--- src/rtl/ring_dir_pkg.sv ---
package ring_dir_pkg;

    typedef enum logic [1:0] {
        POL_GREEDY   = 2'd0,
        POL_UNIFORM  = 2'd1,
        POL_WEIGHTED = 2'd2,
        POL_ADAPTIVE = 2'd3
    } policy_e;

    typedef enum logic {
        DIR_CW  = 1'b0,
        DIR_CCW = 1'b1
    } dir_e;

    typedef enum logic {
        ST_IDLE  = 1'b0,
        ST_ISSUE = 1'b1
    } seq_state_e;

    localparam int NUM_DIRS = 2;

endpackage

--- src/rtl/ring_dist_calc.sv ---
module ring_dist_calc #(
    parameter int NODE_W = 3
) (
    input  logic [NODE_W-1:0] src_i,
    input  logic [NODE_W-1:0] dst_i,
    output logic [NODE_W-1:0] cw_dist_o,
    output logic [NODE_W-1:0] min_dist_o,
    output logic              short_is_cw_o,
    output logic              tie_o,
    output logic              is_local_o
);
    logic [NODE_W-1:0] ccw_dist;

    // Modular subtraction wraps naturally on NODE_W bits.
    always_comb begin
        cw_dist_o     = dst_i - src_i;
        ccw_dist      = src_i - dst_i;
        short_is_cw_o = (cw_dist_o <= ccw_dist);
        tie_o         = (cw_dist_o == ccw_dist) && (cw_dist_o != '0);
        is_local_o    = (cw_dist_o == '0);
        min_dist_o    = short_is_cw_o ? cw_dist_o : ccw_dist;
    end

endmodule

--- src/rtl/ring_lfsr.sv ---
module ring_lfsr #(
    parameter logic [15:0] SEED  = 16'hACE1,
    parameter int          RND_W = 3
) (
    input  logic             clk,
    input  logic             rst_n,
    input  logic             advance_i,
    output logic [RND_W-1:0] rnd_o
);
    logic [15:0] state;
    logic        feedback;

    always_comb begin
        feedback = state[15] ^ state[13] ^ state[12] ^ state[10];
        rnd_o    = state[RND_W-1:0];
    end

    always_ff @(posedge clk) begin
        if (!rst_n) begin
            state <= SEED;
        end else if (advance_i) begin
            state <= {state[14:0], feedback};
        end
    end

    assert_lfsr_nonzero_R9: assert property (@(posedge clk) disable iff (!rst_n)
        state != 16'h0000);

    assert_lfsr_holds_R9: assert property (@(posedge clk) disable iff (!rst_n)
        !advance_i |=> $stable(state));

endmodule

--- src/rtl/ring_tx_history.sv ---
module ring_tx_history #(
    parameter int HIST_T = 16,
    parameter int CNT_W  = 5
) (
    input  logic             clk,
    input  logic             rst_n,
    input  logic             sent_i,
    output logic [CNT_W-1:0] count_o
);
    logic [HIST_T-1:0] hist;
    logic              armed;

    always_ff @(posedge clk) begin
        if (!rst_n) begin
            hist  <= '0;
            armed <= 1'b0;
        end else begin
            hist  <= {hist[HIST_T-2:0], sent_i};
            armed <= 1'b1;
        end
    end

    always_comb begin
        count_o = '0;
        for (int i = 0; i < HIST_T; i++) begin
            count_o = count_o + CNT_W'(hist[i]);
        end
    end

    // One slot enters and one leaves per cycle, so the count moves by at most one.
    assert_count_step_R8: assert property (@(posedge clk) disable iff (!rst_n)
        armed |-> ((CNT_W+1)'(count_o) <= (CNT_W+1)'($past(count_o)) + 1'b1) &&
                  ((CNT_W+1)'($past(count_o)) <= (CNT_W+1)'(count_o) + 1'b1));

    assert_count_zero_after_reset_R8: assert property (@(posedge clk) disable iff (!rst_n)
        !armed |-> count_o == '0);

endmodule

--- src/rtl/ring_dir_sel.sv ---
module ring_dir_sel
    import ring_dir_pkg::*;
#(
    parameter int          NODE_W = 3,
    parameter int          LOAD_W = 8,
    parameter int          HIST_T = 16,
    parameter logic [15:0] SEED   = 16'hACE1
) (
    input  logic              clk,
    input  logic              rst_n,
    input  logic              req_valid,
    input  logic [NODE_W-1:0] req_src,
    input  logic [NODE_W-1:0] req_dst,
    input  logic [1:0]        req_mode,
    input  logic              load_sel,
    input  logic [LOAD_W-1:0] load_cw_i,
    input  logic [LOAD_W-1:0] load_ccw_i,
    output logic              out_valid,
    output logic              out_dir,
    output logic              out_local
);
    localparam int CNT_W = $clog2(HIST_T + 1);
    localparam int CMP_W = (LOAD_W > CNT_W) ? LOAD_W : CNT_W;

    // Distance
    logic [NODE_W-1:0] cw_dist, min_dist;
    logic              short_is_cw, dist_tie, is_local;

    ring_dist_calc #(.NODE_W(NODE_W)) u_dist (
        .src_i         (req_src),
        .dst_i         (req_dst),
        .cw_dist_o     (cw_dist),
        .min_dist_o    (min_dist),
        .short_is_cw_o (short_is_cw),
        .tie_o         (dist_tie),
        .is_local_o    (is_local)
    );

    // Random source
    logic [NODE_W-1:0] rnd;

    ring_lfsr #(.SEED(SEED), .RND_W(NODE_W)) u_lfsr (
        .clk       (clk),
        .rst_n     (rst_n),
        .advance_i (req_valid),
        .rnd_o     (rnd)
    );

    // Sent histories, one per direction
    logic [NUM_DIRS-1:0] sent_bit;
    logic [CNT_W-1:0]    hist_cnt [NUM_DIRS];

    always_comb begin
        sent_bit[DIR_CW]  = out_valid && !out_local && (out_dir == DIR_CW);
        sent_bit[DIR_CCW] = out_valid && !out_local && (out_dir == DIR_CCW);
    end

    for (genvar d = 0; d < NUM_DIRS; d++) begin : g_hist
        ring_tx_history #(.HIST_T(HIST_T), .CNT_W(CNT_W)) u_hist (
            .clk     (clk),
            .rst_n   (rst_n),
            .sent_i  (sent_bit[d]),
            .count_o (hist_cnt[d])
        );
    end

    // Decision
    logic [CMP_W-1:0] eff_cw, eff_ccw;
    dir_e             short_dir, greedy_dir, pick_dir;
    policy_e          policy;

    always_comb begin
        policy  = policy_e'(req_mode);
        eff_cw  = load_sel ? CMP_W'(hist_cnt[DIR_CW])  : CMP_W'(load_cw_i);
        eff_ccw = load_sel ? CMP_W'(hist_cnt[DIR_CCW]) : CMP_W'(load_ccw_i);

        short_dir  = short_is_cw ? DIR_CW : DIR_CCW;
        greedy_dir = dist_tie ? dir_e'(rnd[0]) : short_dir;

        unique case (policy)
            POL_GREEDY:   pick_dir = greedy_dir;
            POL_UNIFORM:  pick_dir = dir_e'(rnd[0]);
            POL_WEIGHTED: pick_dir = (rnd < min_dist) ? dir_e'(~short_dir) : short_dir;
            POL_ADAPTIVE: begin
                if (eff_cw < eff_ccw)      pick_dir = DIR_CW;
                else if (eff_ccw < eff_cw) pick_dir = DIR_CCW;
                else                       pick_dir = greedy_dir;
            end
            default:      pick_dir = greedy_dir;
        endcase

        if (is_local) pick_dir = DIR_CW;
    end

    // Sequencer: state register
    seq_state_e state_q, state_d;

    always_comb begin
        unique case (state_q)
            ST_IDLE:  state_d = req_valid ? ST_ISSUE : ST_IDLE;
            ST_ISSUE: state_d = req_valid ? ST_ISSUE : ST_IDLE;
            default:  state_d = ST_IDLE;
        endcase
    end

    always_ff @(posedge clk) begin
        if (!rst_n) state_q <= ST_IDLE;
        else        state_q <= state_d;
    end

    // Sequencer: outputs
    logic dir_q, local_q;

    always_ff @(posedge clk) begin
        if (!rst_n) begin
            dir_q   <= 1'b0;
            local_q <= 1'b0;
        end else if (req_valid) begin
            dir_q   <= pick_dir;
            local_q <= is_local;
        end
    end

    assign out_valid = (state_q == ST_ISSUE);
    assign out_dir   = dir_q;
    assign out_local = local_q;

    assert_valid_after_req_R11: assert property (@(posedge clk) disable iff (!rst_n)
        req_valid |=> out_valid);

    assert_idle_after_gap_R11: assert property (@(posedge clk) disable iff (!rst_n)
        !req_valid |=> !out_valid);

    assert_greedy_short_R2: assert property (@(posedge clk) disable iff (!rst_n)
        (req_valid && req_mode == 2'd0 && !is_local && !dist_tie)
            |=> out_dir == $past(!short_is_cw));

    assert_local_cw_R10: assert property (@(posedge clk) disable iff (!rst_n)
        (req_valid && req_src == req_dst) |=> (out_local && out_dir == 1'b0));

    assert_tornado_cw_R2: assert property (@(posedge clk) disable iff (!rst_n)
        (req_valid && req_mode == 2'd0 && cw_dist == NODE_W'(3)) |=> !out_dir);

endmodule

--- config.mk ---
export PLATFORM = sky130hd
export DESIGN_NAME = ring_dir_sel
export DESIGN_NICKNAME = d
export VERILOG_FILES = /design/src/rtl/ring_dir_pkg.sv /design/src/rtl/ring_dist_calc.sv /design/src/rtl/ring_lfsr.sv /design/src/rtl/ring_tx_history.sv /design/src/rtl/ring_dir_sel.sv
export SDC_FILE = /design/constraint.sdc
export NUM_CORES = 1
export LEC_CHECK = 0
export ABC_AREA = 1
export BUFFER_PORTS_ARGS = -buffer_cell sky130_fd_sc_hd__buf_2
export CAP_MARGIN = 20
export CORE_MARGIN = 2
export CORE_UTILIZATION = 60
export CTS_BUF_LIST = sky130_fd_sc_hd__clkbuf_2
export DETAILED_ROUTE_END_ITERATION = 12
export PLACE_DENSITY_LB_ADDON = 0.2
export SLEW_MARGIN = 20
export SYNTH_ARGS = -nofsm -noshare
export SYNTH_HDL_FRONTEND = slang
export SYNTH_SLANG_ARGS = --single-unit
--- constraint.sdc ---
create_clock -name clk -period 5.6 [get_ports clk]
set_input_delay 0.84 -clock clk [delete_from_list [all_inputs] [get_ports clk]]
set_output_delay 0.84 -clock clk [all_outputs]
set_load 0.005 [all_outputs]
Yosys cells after proc, flatten, opt, wreduce, memory -nomap -nowiden
Index checks and enable logic that the tools add are counted.
{"block": "word_totals", "reg_bits": 51, "out_inout_bits": 3}
{"block": "classes", "reduce_logical": 8, "n_lt_le_gt_ge": 4, "eq_ne": 4, "muxes": 11, "n_bitwise": 4, "add_sub_neg": 32}
{"operator": "adder 5 x 1 -> 5 bit", "count": 28}
{"operator": "< comparator 8 bit", "count": 2}
{"operator": "two-way mux 8 bit", "count": 2}
{"operator": "two-way mux 1 bit", "count": 7}
{"operator": "subtractor 3 bit", "count": 2}
{"operator": "adder 1 x 1 -> 2 bit", "count": 2}
{"operator": "equality test 2 bit (second input constant)", "count": 2}
{"operator": "logical AND 1 bit", "count": 4}
{"operator": "case mux 1 bit (4 select lines)", "count": 1}
{"operator": "equality test 3 bit", "count": 1}
{"operator": "<= comparator 3 bit", "count": 1}
{"operator": "logical NOT 3 bit", "count": 1}
{"operator": "< comparator 3 bit", "count": 1}
{"operator": "two-way mux 3 bit", "count": 1}
{"operator": "nonzero test 3 bit", "count": 1}
{"operator": "bitwise XOR 1 bit", "count": 3}
{"operator": "equality test 2 x 1 -> 1 bit (second input constant)", "count": 1}
{"operator": "logical NOT 2 bit", "count": 1}
{"operator": "logical NOT 1 bit", "count": 1}
{"operator": "NOT 1 bit", "count": 1}

Depth between registers and ports, before layout
{"block": "depth", "depth_word": 21, "mapped_depth": 27, "depth_no_buf": 27}

Cells and area by module
From an unflattened synthesis, not the netlist that was laid out.
{"block": "unflattened", "cells_unflattened": 423, "hier_area_um2": 3215.6}
{"module": "ring_tx_history", "area_each_um2": 854.6, "cells_per_inst": 96, "seq_area_each_um2": 320.3, "instances": 2}
{"module": "ring_lfsr", "area_each_um2": 649.4, "cells_per_inst": 85, "seq_area_each_um2": 320.3, "instances": 1}
{"module": "ring_dir_sel", "area_each_um2": 596.8, "cells_per_inst": 102, "seq_area_each_um2": 60.1, "instances": 1}
{"module": "ring_dist_calc", "area_each_um2": 260.2, "cells_per_inst": 44, "seq_area_each_um2": 0.0, "instances": 1}

Least setup slack after synthesis
Ideal clock, no wire load.
{"block": "synth_timing", "path_kind": "flip-flop to flip-flop", "start": "reg g_hist[0].u_hist.hist[0]", "end": "reg dir_q, in the netlist out_dir", "synth_period_minus_slack_ns": 4.633, "arrival_time_ns": 4.520, "setup_slack_ns": 0.967, "required_time_ns": 5.486, "stages_incl_launch_ff": 22, "path_cell_list": "dfxtp_1 > ha_1 > inv_1 > fa_1 > fa_1 > fa_1 > fa_1 > fa_1 > fa_1 > or2_1 > a21oi_1 > a21oi_1 > ha_1 > nand2_1 > nor2_1 > nand2_1 > a21oi_1 > nand2_1 > nand2_1 > nand2_1 > nand2_1 > a21oi_2"}
{"block": "synth_via", "elab_chain_len": 21}
{"element": "start, declared", "line": "ring_tx_history.sv:10", "rtl": "logic [HIST_T-1:0] hist;"}
{"element": "start signal, assigned", "line": "ring_tx_history.sv:18", "rtl": "hist <= {hist[HIST_T-2:0], sent_i};"}
{"element": "adder 1 x 1 -> 2 bit *", "line": "ring_tx_history.sv:26", "rtl": "count_o = count_o + CNT_W'(hist[i]);"}
{"element": "adder 5 x 1 -> 5 bit * (14 in series)", "line": "ring_tx_history.sv:26"}
{"element": "two-way mux 8 bit *", "line": "ring_dir_sel.sv:74", "rtl": "eff_cw = load_sel ? CMP_W'(hist_cnt[DIR_CW]) : CMP_W'(load_cw_i);"}
{"element": "< comparator 8 bit", "line": "ring_dir_sel.sv:86", "rtl": "else if (eff_ccw < eff_cw) pick_dir = DIR_CCW;"}
{"element": "two-way mux 1 bit", "line": "ring_dir_sel.sv:86"}
{"element": "two-way mux 1 bit *", "line": "ring_dir_sel.sv:85", "rtl": "if (eff_cw < eff_ccw) pick_dir = DIR_CW;"}
{"element": "case mux 1 bit (4 select lines) *", "line": "ring_dir_sel.sv:80", "rtl": "unique case (policy)"}
{"element": "two-way mux 1 bit *", "line": "ring_dir_sel.sv:92", "rtl": "if (is_local) pick_dir = DIR_CW;"}
{"element": "end signal, assigned", "line": "ring_dir_sel.sv:119", "rtl": "dir_q <= pick_dir;"}
{"element": "end, declared", "line": "ring_dir_sel.sv:112", "rtl": "logic dir_q, local_q;"}
Every way passes the cells marked *; elsewhere a longest branch is shown, timed or not.
A chain may end at the register's enable or synchronous reset.

Final worst setup path
Same ends and word-level chain as after synthesis.

==> Implementation_results.wiki <==
{| class="wikitable"
! Metric !! Value
|-
| Count of final setup violators || 0
|-
| Crit start category || register
|-
| Worst-skew pair later-pin latency || 440 ps
|-
| Placeable core area || between 0.004 and 0.005 mm^2
|-
| Share of cells above drive strength 1 || 0.121
|-
| Number of standard-cell rows in the floorplan || 25
|-
| PnR Total Power || roughly 0.66 mW
|-
| Worst min-delay path startpoint || g_hist[0].u_hist.hist[2]
|-
| Worst path required time || a little under 6000 ps
|-
| Net switching fraction of the power || 0.304
|-
| Clock share of power || 0.225
|-
| Number of buffer and inverter instances along the worst setup path || 1
|-
| Beginning of the worst register-to-register path || g_hist[0].u_hist.hist[0]
|-
| Post-route core utilization || 0.681
|-
| Unrepaired setup endpoints after global routing || false
|-
| Cell Pwr Density || 200 mW/mm^2
|-
| Max frequency || between 200 and 250 MHz
|-
| Average detailed-routed wire length per instance || 9.92 um
|-
| Placed wire-length estimate || approximately 4000 um
|-
| Largest fanout on the critical path || 2
|-
| NumNets Final || 502
|-
| Worst hold-check path type || reg2reg
|-
| Share of total power in combinational logic || 0.189
|-
| Instance count along the most critical hold path || 2
|-
| Post-layout worst setup margin || about 760 ps
|-
| Global-route congestion overflow total || 0
|-
| Max-cap violations || 0
|-
| First-pass GRT wire length || 8690 um
|-
| Seq pwr share || 0.586
|-
| Final period demand of the worst path || roughly 4800 ps
|-
| Maximum cell stage delay along the critical path || roughly 530 ps
|-
| Number of top-level pins || 31
|-
| Uppermost layer routed || met4
|-
| DRT met1 WL || approximately 2300 um
|-
| Placed inst area || between 0.003 and 0.004 mm^2
|-
| Detail Route met2 WL || 2290 um
|-
| End of the worst register-to-register path || out_dir
|-
| Placed Cells incl. Taps || 489
|-
| Hold violation count in the final report || 0
|-
| Worst-case clock skew || 30.2 ps
|-
| Count of warnings emitted by yosys || 0
|-
| Seq/Total Area, Yosys || 0.335
|-
| Final standard cell count with taps included and fillers excluded || about 500
|-
| Area contributors post-synth || sky130_fd_sc_hd__dfxtp_1 (34%), sky130_fd_sc_hd__fa_1 (14%), sky130_fd_sc_hd__nand2_1 (12%), sky130_fd_sc_hd__inv_1 (12%), sky130_fd_sc_hd__ha_1 (9.4%)
|-
| Post-CTS Repair Setup Buffers || 0
|-
| Post-synth cell types || 27
|-
| Nets in the synthesized netlist || 475
|-
| Setup slack after placement || between 700 and 800 ps
|-
| Headroom to the max-slew limit || 0.474
|-
| Arrival time worst endpoint || between 5000 and 6000 ps
|-
| Port bufs || 30
|-
| Root buffer cell || sky130_fd_sc_hd__clkbuf_2
|-
| Vias in the first global route || 2195
|-
| Last weighted congestion value of the routability-driven placer || approximately 0.83
|-
| Master of the slowest instance on the critical path || sky130_fd_sc_hd__fa_1
|-
| Number of buffers between clock root and the deepest sink || 2
|-
| Worst slew pin tran || a little under 800 ps
|-
| Count of hold buffers inserted by post-cts repair || 0
|-
| # fillers || 439
|-
| DR pass1 iterations || 4
|-
| Internal portion of total power || between 0.4 and 0.5 mW
|-
| Post-detailed-route via-to-cell ratio || 4.64
|-
| Clock transition time at the flip-flop clock pins of the worst setup and hold paths || around 250 ps
|-
| Die area || 0.00566 mm^2
|-
| H-tree lvl count || 2
|-
| Total number of vias || between 2000 and 2500
|-
| Outcome || finished, final reports clean
|-
| Reg2Reg Setup Slack || around 760 ps
|-
| Nature of the critical path endpoint || register
|-
| Number of cell instances on the worst register-to-register path || 21
|-
| Antenna diodes || 0
|-
| Total GRT Usage || 0.201
|-
| Clock net sink count || 51
|-
| Worst voltage drop across the vdd grid || 0.000155 V
|-
| Post-detailed-routing wire length || 4930 um
|-
| Detail Route met3 WL || 241 um
|-
| Clock tree from TritonCTS || yes
|-
| CTS buffer count || 5
|-
| Initial Util || 0.632
|-
| Post-route cell area || ~0.0033 mm^2
|-
| Leading cell type in the layout, fill and taps excluded || sky130_fd_sc_hd__nand2_1
|-
| Final period util || 0.864
|-
| Residual DRC || 0
|-
| Switching power of the nets || roughly 0.20 mW
|-
| Area growth from synthesis to final layout || 7.60%
|-
| Static Leak || approximately 1.8 nW
|-
| Antenna viol nets, final || 0
|-
| Worst slack on hold paths || 439 ps
|-
| Cells along the critical path || ha_1 -> inv_1 -> fa_1 -> fa_1 -> fa_1 -> fa_1 -> fa_1 -> fa_1 -> or2_1 -> a21oi_1 -> a21oi_1 -> ha_1 -> nand2_1 -> nor2_1 -> nand2_1 -> a21oi_1 -> nand2_1 -> nand2_1 -> nand2_1 -> nand2_1 -> a21oi_2
|-
| End point of the most critical hold path || g_hist[0].u_hist.hist[3]
|-
| Library cell with the largest summed area after synthesis || sky130_fd_sc_hd__dfxtp_1
|-
| Antenna violations before repair || 0
|-
| Fin. max-slew vios || 0
|-
| Number of gates resized after cts || 0
|-
| Critical path's top delay family || adder cells
|-
| Count of routing violations after the opening detailed-route iteration || 81
|-
| Horiz. Die Dim || 75.3 um
|-
| Critical path class || reg2reg
|-
| Commonest cells after routing, fill and taps aside || sky130_fd_sc_hd__nand2_1 (101), sky130_fd_sc_hd__inv_1 (99), sky130_fd_sc_hd__dfxtp_1 (51), sky130_fd_sc_hd__buf_2 (30), sky130_fd_sc_hd__nor2_1 (26)
|-
| Post-synth design cell area || 0.00305 mm^2
|-
| Gate count after technology mapping || 402
|-
| Top cell type's share of synthesized area || 0.335
|-
| Setup TNS Final || 0 ps
|-
| Vert. Die Dim || 75.3 um
|-
| Flop and latch count out of synthesis || 51
|-
| Largest net degree at the start of global routing || 49
|-
| Post-Syn Area per Cell || between 7 and 8 um^2
|}
[worst max path at each step]
stage                              from  endpoint  slack [ps]  cells past startpoint
2_1_floorplan  g_hist[0].u_hist.hist[0]   out_dir         970                     21
3_3_place_gp   g_hist[0].u_hist.hist[0]   out_dir         880                     21
3_5_place_dp   g_hist[0].u_hist.hist[0]   out_dir         770                     21
4_1_cts        g_hist[0].u_hist.hist[0]   out_dir         750                     21
5_1_grt        g_hist[0].u_hist.hist[0]   out_dir         410                     21
6_report       g_hist[0].u_hist.hist[0]   out_dir         760                     21
[worst min-delay path, stage by stage (launching register included)]
cell	delay (ps)
sky130_fd_sc_hd__dfxtp_1	360
sky130_fd_sc_hd__nand2_1	50
sky130_fd_sc_hd__inv_1	40
[routing by layer]
| layer | vias up | GRT usage |
|---|---|---|
| met5 | - | 0 |
| met4 | 0 | 0.0585 |
| met3 | 5 | 0.0361 |
| met2 | 48 | 0.362 |
| met1 | 1025 | 0.245 |
| li1 | 1226 | - |
[registers in the layout, summed over array words and instances (netlist names)]
signal,cells
g_hist.u_hist.hist,32
out_dir,1
out_local,1
out_valid,1
u_lfsr.state,16
[power by group through the flow]
| stage | Clock [mW] | Sequential [mW] | Combinational (mW) |
|---|---|---|---|
| after CTS | 0.151 | 0.384 | 0.125 |
| after floorplan | 0 | 0.389 | 0.0946 |
| after global routing | 0.164 | 0.386 | 0.145 |
| after global placement | 0 | 0.390 | 0.121 |
| final | 0.147 | 0.384 | 0.124 |
| after detailed placement | 0 | 0.391 | 0.124 |
[cell type report]
cell class | instances | area (um^2) | area share
multi-input combinational | 232 | 1570 | 0.478
sequential | 51 | 1020 | 0.311
inverter | 109 | 414 | 0.126
timing repair buffer | 30 | 150 | 0.0458
tap | 67 | 83.8 | 0.0256
clock buffer | 5 | 25.0 | 0.00763
clock inverter | 3 | 17.5 | 0.00534
[logic make-up (layout without fill, tap and decap cells)]
group                    after synthesis  after routing  share of synthesized area
XOR/XNOR                               6              6                     0.0173
adder cells (fa/ha/maj)               45             45                      0.239
AND/OR/NAND/NOR                      146            146                      0.196
flip-flops                            51             51                      0.335
buffers and inverters                119            147                      0.151
AO/OA/AOI/OAI                         35             35                     0.0620
[synth_stat cells (all sizes together)]
master  instances
nor2           26
buf             4
ha             23
a211oi          1
nand3          15
clkbuf          6
nor3            1
inv           109
nand3b          1
o211ai          1
fa             22
o21ai          20
xnor2           3
dfxtp          51
a21o            1
nand2         102
o31ai           1
a21oi          11
or2             1
xor2            3
Note: power is estimated with default switching activity, not from simulation.
